[src/rtl/sysctl_pkg.sv]
package sysctl_pkg;
    localparam int ADDR_W = 10;
    localparam int DATA_W = 32;
    localparam int DLL_N  = 8;

    localparam logic [ADDR_W-1:0] A_LED  = 10'h000;
    localparam logic [ADDR_W-1:0] A_DIP  = 10'h002;
    localparam logic [ADDR_W-1:0] A_IDB  = 10'h004;
    localparam logic [ADDR_W-1:0] A_IDC  = 10'h005;
    localparam logic [ADDR_W-1:0] A_IDA  = 10'h006;
    localparam logic [ADDR_W-1:0] A_DLL  = 10'h008;
    localparam logic [ADDR_W-1:0] A_RTN  = 10'h028;
    localparam logic [ADDR_W-1:0] A_DOUT = 10'h029;
    localparam logic [ADDR_W-1:0] A_CTRL = 10'h02A;
    localparam logic [ADDR_W-1:0] A_STAT = 10'h02B;

    localparam int DEV_LSB   = 0;
    localparam int DEV_W     = 12;
    localparam int FN_LSB    = 20;
    localparam int FN_W      = 6;
    localparam int WR_BIT    = 30;
    localparam int START_BIT = 31;
    localparam logic [DATA_W-1:0] CTRL_KEEP = 32'h43F0_0FFF;
    localparam logic [DATA_W-1:0] CTRL_RST  = 32'h0010_0000;
    localparam logic [FN_W-1:0]   FN_OSC    = 6'd1;

    localparam int ST_DONE = 0;
    localparam int ST_ERR  = 1;

    localparam int MASK_LSB = 24;
    localparam int LOCK_LSB = 16;

    typedef struct packed {
        logic [DATA_W-1:0] ctrl;
        logic [1:0]        stat;
        logic [DATA_W-1:0] rtn;
        logic [DATA_W-1:0] dout;
    } chan_t;
endpackage

[src/rtl/sysctl_dll_stat.sv]
module sysctl_dll_stat
    import sysctl_pkg::*;
(
    input  logic [DLL_N-1:0]  lock,
    input  logic [DLL_N-1:0]  mask,
    output logic [DATA_W-1:0] word
);
    logic [DLL_N-1:0] ok_bit;

    for (genvar i = 0; i < DLL_N; i++) begin : g_ok
        assign ok_bit[i] = lock[i] | ~mask[i];
    end

    always_comb begin
        word = '0;
        word[MASK_LSB +: DLL_N] = mask;
        word[LOCK_LSB +: DLL_N] = lock;
        word[0]                 = &ok_bit;
    end
endmodule

[src/rtl/sysctl_cfg_chan.sv]
module sysctl_cfg_chan
    import sysctl_pkg::*;
#(
    parameter int                      NUM_OSC = 3,
    parameter logic [NUM_OSC*32-1:0]   OSC_RST = {32'd25000000, 32'd24576000, 32'd50000000}
) (
    input  logic              clk,
    input  logic              rst_n,
    input  logic              ctrl_we,
    input  logic              dout_we,
    input  logic [DATA_W-1:0] wdata,
    output logic [DATA_W-1:0] ctrl,
    output logic [1:0]        stat,
    output logic [DATA_W-1:0] rtn,
    output logic [DATA_W-1:0] dout
);
    chan_t s_d, s_q;
    logic [NUM_OSC-1:0][DATA_W-1:0] osc_d, osc_q;
    logic [NUM_OSC-1:0] hit;
    logic [DEV_W-1:0]   dev;
    logic [FN_W-1:0]    fn;
    logic               legal;

    assign dev = wdata[DEV_LSB +: DEV_W];
    assign fn  = wdata[FN_LSB +: FN_W];

    for (genvar i = 0; i < NUM_OSC; i++) begin : g_hit
        assign hit[i] = (dev == DEV_W'(i));
    end

    assign legal = (fn == FN_OSC) && (|hit);

    always_comb begin
        s_d   = s_q;
        osc_d = osc_q;
        if (dout_we) begin
            s_d.dout = wdata;
        end
        if (ctrl_we) begin
            s_d.ctrl = wdata & CTRL_KEEP;
            s_d.stat = '0;
            if (wdata[START_BIT]) begin
                s_d.stat[ST_DONE] = 1'b1;
                if (!legal) begin
                    s_d.stat[ST_ERR] = 1'b1;
                end else if (wdata[WR_BIT]) begin
                    for (int i = 0; i < NUM_OSC; i++) begin
                        if (hit[i]) osc_d[i] = s_q.dout;
                    end
                end else begin
                    for (int i = 0; i < NUM_OSC; i++) begin
                        if (hit[i]) s_d.rtn = osc_q[i];
                    end
                end
            end
        end
    end

    always_ff @(posedge clk or negedge rst_n) begin
        if (!rst_n) begin
            s_q.ctrl <= CTRL_RST;
            s_q.stat <= '0;
            s_q.rtn  <= '0;
            s_q.dout <= '0;
            osc_q    <= OSC_RST;
        end else begin
            s_q   <= s_d;
            osc_q <= osc_d;
        end
    end

    assign ctrl = s_q.ctrl;
    assign stat = s_q.stat;
    assign rtn  = s_q.rtn;
    assign dout = s_q.dout;
endmodule

[src/rtl/sysctl_regblk.sv]
module sysctl_regblk
    import sysctl_pkg::*;
#(
    parameter int                    LED_W    = 8,
    parameter int                    NUM_OSC  = 3,
    parameter logic [NUM_OSC*32-1:0] OSC_RST  = {32'd25000000, 32'd24576000, 32'd50000000},
    parameter logic [31:0]           ID_BOARD = 32'h4104_1230,
    parameter logic [31:0]           ID_CFG   = 32'h0000_0005,
    parameter logic [31:0]           ID_AID   = 32'h0220_0000
) (
    input  logic              clk,
    input  logic              rst_n,
    input  logic [9:0]        bus_addr,
    input  logic              bus_wr,
    input  logic              bus_rd,
    input  logic [31:0]       bus_wdata,
    output logic [31:0]       bus_rdata,
    input  logic [7:0]        dll_lock,
    output logic [LED_W-1:0]  led_out
);
    typedef struct packed {
        logic [LED_W-1:0]  led;
        logic [DLL_N-1:0]  mask;
        logic [DATA_W-1:0] rdata;
    } top_t;

    top_t top_d, top_q;

    logic [DATA_W-1:0] cfg_ctrl, cfg_rtn, cfg_dout, dll_word, rd_val;
    logic [1:0]        cfg_stat;
    logic [DLL_N-1:0]  dll_mask;
    logic              ctrl_we, dout_we;

    assign ctrl_we  = bus_wr && (bus_addr == A_CTRL);
    assign dout_we  = bus_wr && (bus_addr == A_DOUT);
    assign dll_mask = top_q.mask;

    sysctl_cfg_chan #(
        .NUM_OSC (NUM_OSC),
        .OSC_RST (OSC_RST)
    ) u_chan (
        .clk     (clk),
        .rst_n   (rst_n),
        .ctrl_we (ctrl_we),
        .dout_we (dout_we),
        .wdata   (bus_wdata),
        .ctrl    (cfg_ctrl),
        .stat    (cfg_stat),
        .rtn     (cfg_rtn),
        .dout    (cfg_dout)
    );

    sysctl_dll_stat u_dll (
        .lock (dll_lock),
        .mask (top_q.mask),
        .word (dll_word)
    );

    always_comb begin
        rd_val = '0;
        case (bus_addr)
            A_LED:   rd_val[LED_W-1:0] = top_q.led;
            A_DIP:   rd_val = '0;
            A_IDB:   rd_val = ID_BOARD;
            A_IDC:   rd_val = ID_CFG;
            A_IDA:   rd_val = ID_AID;
            A_DLL:   rd_val = dll_word;
            A_RTN:   rd_val = cfg_rtn;
            A_DOUT:  rd_val = cfg_dout;
            A_CTRL:  rd_val = cfg_ctrl;
            A_STAT:  rd_val[1:0] = cfg_stat;
            default: rd_val = '0;
        endcase
    end

    always_comb begin
        top_d = top_q;
        if (bus_rd) begin
            top_d.rdata = rd_val;
        end
        if (bus_wr) begin
            if (bus_addr == A_LED) top_d.led  = bus_wdata[LED_W-1:0];
            if (bus_addr == A_DLL) top_d.mask = bus_wdata[MASK_LSB +: DLL_N];
        end
    end

    always_ff @(posedge clk or negedge rst_n) begin
        if (!rst_n) begin
            top_q <= '0;
        end else begin
            top_q <= top_d;
        end
    end

    assign bus_rdata = top_q.rdata;
    assign led_out   = top_q.led;
endmodule

[config.mk]
export PLATFORM = sky130hd
export DESIGN_NAME = sysctl_regblk
export DESIGN_NICKNAME = d
export VERILOG_FILES = /design/src/rtl/sysctl_pkg.sv /design/src/rtl/sysctl_dll_stat.sv /design/src/rtl/sysctl_cfg_chan.sv /design/src/rtl/sysctl_regblk.sv
export SDC_FILE = /design/constraint.sdc
export NUM_CORES = 1
export LEC_CHECK = 0
export ABC_AREA = 1
export ABC_CLOCK_PERIOD_IN_PS = 1000
export CORE_UTILIZATION = 55
export DETAILED_ROUTE_END_ITERATION = 7
export DONT_BUFFER_PORTS = 1
export PLACE_DENSITY_LB_ADDON = 0.2
export SLEW_MARGIN = 20
export SYNTH_ARGS = -nofsm -noshare
export SYNTH_HDL_FRONTEND = slang
export SYNTH_SLANG_ARGS = --single-unit
[constraint.sdc]
create_clock -name clk -period 1 [get_ports clk]
set_input_delay 0.15 -clock clk [delete_from_list [all_inputs] [get_ports clk]]
set_output_delay 0.15 -clock clk [all_outputs]
set_load 0.01 [all_outputs]
==> results.md, run 1 <==
* Status: finished, violations left
* Violated checks: negative hold slack, negative setup slack
* Die W at about 140 um
* CP endpoint kind: output port
* Initial antenna violation count at 0
* Post-synthesis xor/xnor area fraction at 0%
* Fin cells at between 1.5k and 2k
* Drt drc at 0
* Max Clock Skew at between 9 and 10 ps
* Vias in the first global route at between 9k and 10k
* CP Max Fanout at 2
* Clk root buf: clkbuf_16
* Worst VDD drop at about 1.3 mV
* HP Class: input port to asynchronous set/reset pin
* Setup violators final at 45
* Share of layout cells above drive strength 1 at just over 20%
* # IOs at 94
* Largest family of logic cells by synthesized area: simple AND/OR/NAND/NOR gates
* Slew @ Worst Pin at roughly 430 ps
* Clock Latency Late Sink at roughly 530 ps
* Top_reg_cell synth: dfrtp_1
* Final Max Slew Viols at 0
* Syn nets at about 1.5k
* # nets final at between 1.5k and 2k
* Total GRT Usage at between 30% and 40%
* Top area cells in the synthesized netlist: dfrtp_1, nand2_1, dfstp_2
* Post-synthesis sequential area ratio at between 50% and 60%
* Vias at roughly 11k
* Slowest cell on the critical path: dfrtp_1
* Synth unique cells at 27
* R2r startpoint: dll_mask[3]
* Cell Pwr Density at 1370 nW/um^2
* Cell area after synthesis at around 11000 sq um
* Reg2reg end: bus_rdata[0]
* Initial core utilization at a little under three fifths
* Synth Area in Compound Gates at approximately 4.5%
* TritonCTS buffer count at 25
* RSZ-0062 raised after global routing: true
* Final hold slack at -679 ps
* Commonest cells post-synth: nand2_1, dfrtp_1, nand4_1
* Top delay family on crit path: flip-flops
* Drt via density at 5.70
* WL per Instance at 18.2 um
* PortBufs at 0
* M1 wire length at approximately 14000 um
* Core Box Area at 19700 sq um
* Cell Area, Placed at 12500 sq um
* Largest net degree at the start of global routing at 230
* #FFs+latches synth at around 230
* YS warnings at 0
* Number of flops mapped to enable cells by yosys at 0
* Mux contribution to synthesized area at 0%
* Row cnt at just over 50
* Setup ws final at -220 ps
* # fillers at about 1.4k
* Arr. time, crit path at 1070 ps
* Max-cap violations at 0
* CTS tree: done
* Pre-antenna DRT Iters at 8
* CTS HTree Levels at 1
* Pre-CTS WS at -554 ps
* Critical Path Start: led_out[7]
* Startpoint Class: flip-flop
* Synth Area in Simple Gates at a little under two fifths
* FF-to-FF path depth at 9
* Die Y at about 140 um
* Top Layer Used: met4
* Crit path to: led_out[7]
* Synth top area share at 44.1%
* Die footprint at between 20000 and 25000 sq um
* Drt total wl at around 34000 um
* Metal2 WL at 15500 um
* Area growth from synthesis to layout at 25.8%
* Count leader, synth: nand2_1
* Mean Syn Cell Area at roughly 7.7 sq um
* Final Hold Viols at about 290
* Synth async-reset ratio at 100%
* Crit path depth at 1
* CTS max path bufs at 3
* Clock-pin slew on the worst setup and hold paths at roughly 60 ps
* Synth area leader: dfrtp_1
* Fin crit share at 122%
* Relative slew slack at a little under three quarters
* CP cell instances: buf_6
* WS Path Type: flip-flop to output port
* Adder-Cell Fraction of Synth Area at 0%
* Sink Count at about 230
* Antenna viol nets, final at 0
* DR WL met3 at around 3000 um
* R2R Setup Slk at -180 ps
* Post-synthesis cell count at between 1k and 1.5k
* Hold_buf cts at 37
* WP buf/inv at 1
* Pleak at between 7 and 8 nW
* Gpl congestion at 0.926
* Overflow after GRT at 0
* Slowest cell delay on critical path at 410 ps
* Dpl hpwl at between 20000 and 25000 um
* DR iter-0 viols at 1125
* WP data required at between 800 and 900 ps
* Peak Freq at roughly 820 MHz
* Final Critical Period at ~1200 ps
* Finished Cell Area at 14100 sq um
* ANT cells at 0
* Placed insts at around 1.7k
* First-pass GRT wire length at 51500 um
[final cells by class]
class	count	area [sq um]	share of cell area (%)
Clock buffer	37	762	5.42
Clock inverter	9	77.6	0.551
Inverter	92	378	2.69
Multi-Input combinational cell	1039	4990	35.4
Sequential cell	229	5770	41.0
Tap cell	265	332	2.36
Timing Repair Buffer	172	1760	12.5
[logic make-up after synthesis]
logic type             after synthesis
buffers and inverters              178
DFF                                229
AOI/OAI and AO/OA                   98
and+or+nand+nor                    941
[state kept, by name, summed over array words and instances, names as in the netlist]
| register | count |
|---|---|
| bus_rdata | 32 |
| dll_mask | 8 |
| led_out | 8 |
| u_chan.ctrl | 19 |
| u_chan.dout | 32 |
| u_chan.osc_q | 96 |
| u_chan.rtn | 32 |
| u_chan.stat | 2 |
[metrics by stage]
| step | utilization, % | power, mW | setup TNS, ps |
|---|---|---|---|
| 6_report | 71.4 | 19.3 | -4600 |
| 5_1_grt | 71.4 | 19.8 | -6200 |
| 4_1_cts | 69.7 | 19.3 | -15720 |
| 3_5_place_dp | 63.3 | 9.97 | -90100 |
| 3_3_place_gp | 63.3 | 9.96 | -83680 |
| 2_1_floorplan | - | 9.78 | -60930 |
[timing repair]
item / CTS / global route
setup endpoints to repair: 72 / 178
hold endpoints to repair: 329 / 286
setup buffers: 4 / 10
cloned: 0 / 5
resized for setup: 14 / 52
pin swaps: 10 / 43
[report_power, final]
group	total (mW)	switching (mW)	internal, mW	leakage [nW]
clock	9.34	3.81	5.53	0.422
sequential	9.36	0.0420	9.32	3.06
combinational	0.626	0.326	0.300	3.91
total	19.3	4.17	15.1	7.39
[metal layers]
| layer | vias to the layer above | global-route usage [%] |
|---|---|---|
| met5 | - | 0 |
| met4 | 0 | 9.31 |
| met3 | 82 | 5.17 |
| met2 | 510 | 49.3 |
| met1 | 5029 | 45.8 |
| li1 | 4886 | - |
[how the worst min path moves through the flow]
| stage | startpoint | to | slack [ps] |
|---|---|---|---|
| 5_1_grt | rst_n | bus_rdata[6] | -690 |
| 6_report | rst_n | u_chan.ctrl[5] | -680 |
| 3_5_place_dp | rst_n | bus_rdata[6] | -140 |
| 3_3_place_gp | rst_n | bus_rdata[6] | -140 |
| 2_1_floorplan | rst_n | bus_rdata[0] | -150 |
| 4_1_cts | rst_n | bus_rdata[6] | -680 |
[cell usage in the layout, fill, tap and decap left out, types with 2 or more instances in the layout]
master / Yosys / layout
nand2_1: 672 / 645
dfrtp_1: 197 / 197
nand4_1: 113 / 113
buf_4: 4 / 96
o21ai_1: 6 / 69
inv_1: 83 / 67
nand3_1: 63 / 54
dlygate4sd3_1: 0 / 36
nand3b_1: 32 / 32
dfstp_2: 32 / 32
clkbuf_16: 0 / 30
nand2_2: 3 / 23
inv_2: 8 / 20
nor2_4: 8 / 20
buf_12: 0 / 20
nor2_1: 37 / 19
buf_6: 5 / 15
nor2_2: 7 / 13
o21ai_0: 78 / 12
nand3_2: 0 / 8
clkinv_2: 0 / 7
a21oi_2: 0 / 7
clkbuf_8: 0 / 7
nand2_4: 0 / 6
nand4_4: 0 / 4
clkbuf_1: 35 / 4
o21ai_2: 0 / 3
o211ai_1: 3 / 3
inv_12: 0 / 2
a21oi_1: 9 / 2
Note: power is estimated with default switching activity, not from simulation.
==> inputs of run 2 (changes only) <==
ABC_AREA = default   (was 1)
==> run 2 against run 1 <==
Effect of this change:
- the flow still finishes with violations (negative hold slack, negative setup slack)
- synthesized cell count decreased by 41%
- global-route usage increased by 4.8 points
- fmax decreased by 37%
- first-iteration DRC count decreased by 3.5%
- flip-flop and latch count unchanged
- cell area increased by 6.5%
- critical path depth increased by 6
- routed wire length increased by 22%
- die area decreased by 4.6%
- largest power group unchanged
- hold slack improved by 5.8 ps
- register-to-register slack got worse by 300 ps
- non-clock buffer count increased by 43
==> results.md, run 2 <==
* Pleak at about 7 nW
* Commonest cells post-synth: dfrtp_1, mux2_1, o22ai_1
* Drt total wl at ~41000 um
* Post-synthesis sequential area ratio at 54.2%
* Slowest cell delay on critical path at about 590 ps
* Commonest non-fill, non-tap cells in the layout: dfrtp_1, mux2_4, buf_4, o22ai_1, a21oi_1
* Final Max Slew Viols at 0
* Sw Pwr at 4.22 mW
* Die footprint at around 20000 sq um
* Setup violators final at 265
* Overflow after GRT at 0
* CTS HTree Levels at 1
* CP endpoint kind: flip-flop
* Setup ws final at -950 ps
* Largest reg by FF count: u_chan.osc_q
* Seq pwr share at a little under 50%
* Clock Latency Late Sink at 520 ps
* Multi-input gate area at about 5500 sq um
* Violated checks: negative hold slack, negative setup slack
* Final Power at just under 20 mW
* Logic pwr share at under 10%
* Synth area leader: dfrtp_1
* Pint at ~15 mW
* Area growth from synthesis to layout at 40.6%
* Initial core utilization at 56.6%
* Clock-pin slew on the worst setup and hold paths at around 60 ps
* Arr. time, crit path at roughly 2300 ps
* Sink Count at around 230
* Largest register FFs at 96
* YS warnings at 0
* Synth top area share at 46.3%
* FF/Latch Area at between 5000 and 6000 sq um
* Max-cap violations at 0
* Share of layout cells above drive strength 1 at between 40% and 50%
* Startpoint Class: input port
* Final Hold Viols at 232
* Commonest non-fill, non-tap cell in the layout: dfrtp_1
* Die W at between 100 and 150 um
* #FFs+latches synth at approximately 230
* Max Clock Skew at ~9.7 ps
* Drt via density at just under 7
* WL per Instance at between 30 and 40 um
* Slowest cell on the critical path: or4_4
* # fillers at ~950
* Fin crit share at 195%
* DR iter-0 viols at between 1k and 1.5k
* CP cell instances: or4_4 -> nor3_4 -> nand2_2 -> nor4_4 -> buf_6 -> buf_12 -> mux2_1
* Cell Pwr Density at about 1300 nW/um^2
* HP Class: input port to asynchronous set/reset pin
* Top area cells in the synthesized netlist: dfrtp_1, mux2_1, dfstp_2
* Clock share of power at 47.1%
* Peak Freq at ~510 MHz
* Count leader, synth: dfrtp_1
* Largest net degree at the start of global routing at 230
* Die Y at between 100 and 150 um
* WS Path Type: input port to flip-flop
* WP data required at between 1000 and 1500 ps
* Antenna viol nets, final at 0
* Switch share at a little over a fifth
* Post-synthesis cell count at 850
* # IOs at 94
* Vias in the first global route at around 9.0k
* Total GRT Usage at roughly 37%
* Syn nets at ~900
* Synth async-reset ratio at between 90% and 100%
* Relative slew slack at approximately 34%
* Drt drc at 0
* Clk root buf: clkbuf_16
* TritonCTS buffer count at 24
* Row cnt at 50
* Final hold slack at -674 ps
* CP Max Fanout at 9
* Initial antenna violation count at 1
* Number of flops mapped to enable cells by yosys at 0
* PortBufs at 0
* Dpl hpwl at between 15000 and 20000 um
* Status: finished, violations left
* Core Box Area at 18800 sq um
* RSZ-0062 raised after global routing: true
* Pre-antenna DRT Iters at 7
* Cell area after synthesis at ~11000 sq um
* Mean Syn Cell Area at 12.5 sq um
* Synth unique cells at 57
* CTS max path bufs at 3
* Worst VDD drop at 1.21 mV
* CTS tree: done
* First-pass GRT wire length at roughly 55000 um
* # nets final at 1085
* Gpl congestion at between 0.8 and 0.9
* Top_reg_cell synth: dfrtp_1
* Vias at ~9k
* Final Critical Period at 1950 ps
* Slew @ Worst Pin at between 900 and 1000 ps
==> run 2: changes by cell type after synthesis, moves of 35 or more <==
cell / previous run / this run
nand3_1: 63 / 2
nand4_1: 113 / 1
nand2_1: 672 / 23
inv_1: 83 / 38
o21ai_0: 78 / 2
nand2b_1: 0 / 35
a21oi_1: 9 / 52
o22ai_1: 0 / 62
mux2_1: 0 / 164
==> run 2: path summary, 6_finish.rpt <==
| check | start | end | slack [ps] | cells after the start |
|---|---|---|---|---|
| max | bus_addr[9] | u_chan.osc_q[1] | -950 | 7 |
| min | rst_n | u_chan.dout[8] | -670 | 0 |
| max reg2reg | u_chan.stat[0] | bus_rdata[0] | -480 | 5 |
| min reg2reg | u_chan.ctrl[20] | u_chan.ctrl[20] | 490 | 2 |
| max in group asynchronous | rst_n | led_out[2] | 1040 | 0 |
| min in group clk | bus_wdata[30] | u_chan.dout[30] | -220 | 1 |
==> run 2: logic make-up (layout without fill, tap and decap cells) <==
| group | Yosys count | after routing | share of synthesized area, % |
|---|---|---|---|
| other | 0 | 1 | 0 |
| buffers and inverters | 99 | 298 | 3.82 |
| AND/OR/NAND/NOR | 113 | 113 | 6.50 |
| flip-flops | 229 | 229 | 54.2 |
| AO/OA/AOI/OAI | 197 | 197 | 12.1 |
| multiplexers | 212 | 212 | 23.4 |
==> run 2: critical path, delay by kind of cell <==
kind | cells | cell delay [ps]
multiplexers | 1 | 350
AND/OR/NAND/NOR | 4 | 1440
buffers and inverters | 2 | 390
==> run 2: what timing repair did <==
| action | 4_1_cts | 5_1_grt |
|---|---|---|
| gates cloned | 8 | 6 |
| pin swaps | 27 | 28 |
| hold endpoints to repair | 361 | 247 |
| gates resized for setup | 82 | 146 |
| endpoints found under the setup margin | 261 | 260 |
| hold buffers | 44 | 1 |
| setup buffers | 26 | 21 |
==> run 2: per-layer routing <==
layer  share of wire [%]  up-vias  global-route usage, %
met4                 7.5        0                   16.5
met1                  37     4512                   48.3
met5                   0        -                      0
met3                 9.6      262                   7.10
li1                    -     3505                      -
met2                  46      697                   58.7
==> run 2: area by class of cell <==
cell class	instances	area share, %
clock buffer	41	4.98
timing repair buffer	215	16.0
tap	260	2.17
clock inverter	3	0.292
sequential	229	38.5
antenna	1	0.0167
inverter	39	0.977
multi-input combinational	522	37.0
==> run 2: stage by stage <==
| stage | instances | utilization [%] | setup TNS [ps] | area [sq um] | worst slack, ps |
|---|---|---|---|---|---|
| detailed placement | 1166 | 64.5 | -257490 | 12200 | -1510 |
| global route | 1309 | 79.6 | -154250 | 15000 | -942 |
| global placement | 1166 | 64.5 | -254160 | 12200 | -1510 |
| finish | 1310 | 79.6 | -153130 | 15000 | -950 |
| floorplan | 850 | - | -231010 | 11300 | -1400 |
| CTS | 1287 | 74.8 | -122870 | 14100 | -782 |
==> run 2: power groups by stage <==
stage | registers (mW) | logic [mW] | clock network (mW)
final | 9.37 | 0.826 | 9.07
after global routing | 9.37 | 0.843 | 9.40
after global placement | 9.52 | 0.398 | 0
after detailed placement | 9.53 | 0.414 | 0
after CTS | 9.36 | 0.714 | 9.00
after floorplan | 9.52 | 0.388 | 0
==> inputs of run 3 (changes only) <==
PLACE_DENSITY = 0.73   (was default)
PLACE_DENSITY_LB_ADDON = default   (was 0.2)
==> run 3 against run 2 <==
Effect of this change:
- the run still ends with negative hold slack, negative setup slack left
- sequential share of layout area is 0.11 points higher
- power is 3.6% higher
- non-clock buffer count decreased by 8
- final cell count decreased by 0.76%
- die area unchanged
- clock power grew 7.8%
- critical path depth is 1 lower
==> results.md, run 3 (synthesis results as in run 2) <==
* Status: finished, violations left
* Violated checks: negative hold slack, negative setup slack
* Final hold slack at -675 ps
* Vias in the first global route at ~9.0k
* # IOs at 94
* # nets final at ~1.1k
* Gpl congestion at about 0.87
* Worst VDD drop at roughly 1.5 mV
* Relative slew slack at between 30% and 40%
* Pre-antenna DRT Iters at 7
* CTS max path bufs at 3
* ANT cells at 0
* Final Max Slew Viols at 0
* Cell Pwr Density at 1340 nW/um^2
* RSZ-0062 raised after global routing: true
* # fillers at between 800 and 900
* Final Critical Period at ~1900 ps
* Die W at around 140 um
* Share of layout cells above drive strength 1 at 49.3%
* WS Path Type: input port to flip-flop
* Setup ws final at -914 ps
* Clk root buf: clkbuf_16
* Final Hold Viols at 260
* CP endpoint kind: flip-flop
* Dpl hpwl at about 19000 um
* Area growth from synthesis to layout at 40.2%
* First-pass GRT wire length at between 50000 and 60000 um
* Slew @ Worst Pin at a little over 900 ps
* Vias at around 9.0k
* Max Clock Skew at 11.1 ps
* Fin cells at about 1.3k
* Largest reg by FF count: u_chan.osc_q
* Die footprint at 19900 sq um
* Max-cap violations at 0
* CTS HTree Levels at 1
* Commonest non-fill, non-tap cell in the layout: mux2_4
* Initial core utilization at a little under three fifths
* Sink Count at ~230
* Arr. time, crit path at about 2300 ps
* Largest register FFs at between 90 and 100
* Cell Area, Placed at about 12000 sq um
* PortBufs at 0
* Pleak at between 7 and 8 nW
* Layout Utilization at 79.4%
* Initial antenna violation count at 0
* Drt total wl at about 41000 um
* Fin crit share at 191%
* Clock-pin slew on the worst setup and hold paths at approximately 60 ps
* Peak Freq at around 520 MHz
* Placed insts at 1161
* Largest net degree at the start of global routing at between 200 and 250
* Finished Cell Area at 14900 sq um
* CP Max Fanout at 16
* DR iter-0 viols at 1107
* CTS tree: done
* WP data required at 1410 ps
* Commonest non-fill, non-tap cells in the layout: mux2_4, dfrtp_1, buf_4, o22ai_1, a21oi_1
* Drt drc at 0
* TritonCTS buffer count at 24
* Critical Path Start: bus_wdata[10]
* R2r startpoint: u_chan.rtn[23]
* Setup violators final at roughly 230
* Drt via density at about 6.9
* HP Class: input port to asynchronous set/reset pin
* Antenna viol nets, final at 0
* Row cnt at 50
* Total GRT Usage at approximately 36%
* Clock Latency Late Sink at around 530 ps
* Overflow after GRT at 0
* Startpoint Class: input port
* Core Box Area at 18800 sq um
* Die Y at ~140 um
* Pre-CTS WS at -1540 ps
* WL per Instance at roughly 32 um
run 3: changes by cell type in the layout (fill, tap and decap cells not counted), moves of 3 or more:
cell / change
mux2_4: +7
clkbuf_1: -5
nand2_2: +3
buf_4: -9
buf_6: +3
bufinv_16: +3
buf_12: -4
mux2_1: -6
clkinv_2: +4
run 3: final timing paths:
path                                         end  slack (ps)  depth (start not counted)
min in group clk                      led_out[1]         -80                          2
worst max-delay path              u_chan.rtn[15]        -910                          6
worst min-delay path            u_chan.osc_q[66]        -680                          0
worst max register to register     bus_rdata[23]        -340                          4
worst min register to register  u_chan.osc_q[65]         510                          1
max in group asynchronous        u_chan.dout[12]         900                          0
run 3: power by group:
group / internal, mW / switching [mW] / leakage [nW] / total (mW)
registers: 9.32 / 0.0519 / 3.07 / 9.37
logic: 0.405 / 0.409 / 3.54 / 0.815
clock network: 5.89 / 3.89 / 0.419 / 9.78
run 3: repair_timing:
item	in CTS	in global routing
endpoints found under the setup margin	252	260
resized for setup	74	164
hold buffers	42	5
pin swaps	21	29
setup buffers	28	15
hold endpoints to repair	360	252
gates cloned	10	5
run 3: cell type report:
cell class	count	area (sq um)	share of cell area, %
Sequential cell	229	5780	38.7
Multi-Input combinational cell	522	5530	37.0
Clock buffer	34	699	4.68
Inverter	39	146	0.980
Clock inverter	9	145	0.971
Tap cell	260	325	2.18
Timing Repair Buffer	207	2320	15.5
run 3: layer usage:
| layer | vias to the layer above | part of all wire (%) | GRT usage [%] |
|---|---|---|---|
| met1 | 4543 | 36 | 45.5 |
| met3 | 228 | 11 | 8.87 |
| li1 | 3473 | - | - |
| met5 | - | 0 | 0 |
| met2 | 725 | 46 | 57.1 |
| met4 | 0 | 7.1 | 20.3 |
run 3: worst max-delay path, stage by stage:
cell,delay (ps)
nor4_4,340
nand3_2,180
or4_4,530
or4b_4,590
buf_12,200
mux2_4,320
run 3: stage by stage:
stage | power [mW] | TNS [ps]
2_1_floorplan | 9.91 | -231010
3_3_place_gp | 9.92 | -253180
3_5_place_dp | 9.94 | -260390
4_1_cts | 19.7 | -130600
5_1_grt | 20.3 | -146840
6_report | 20.0 | -143270
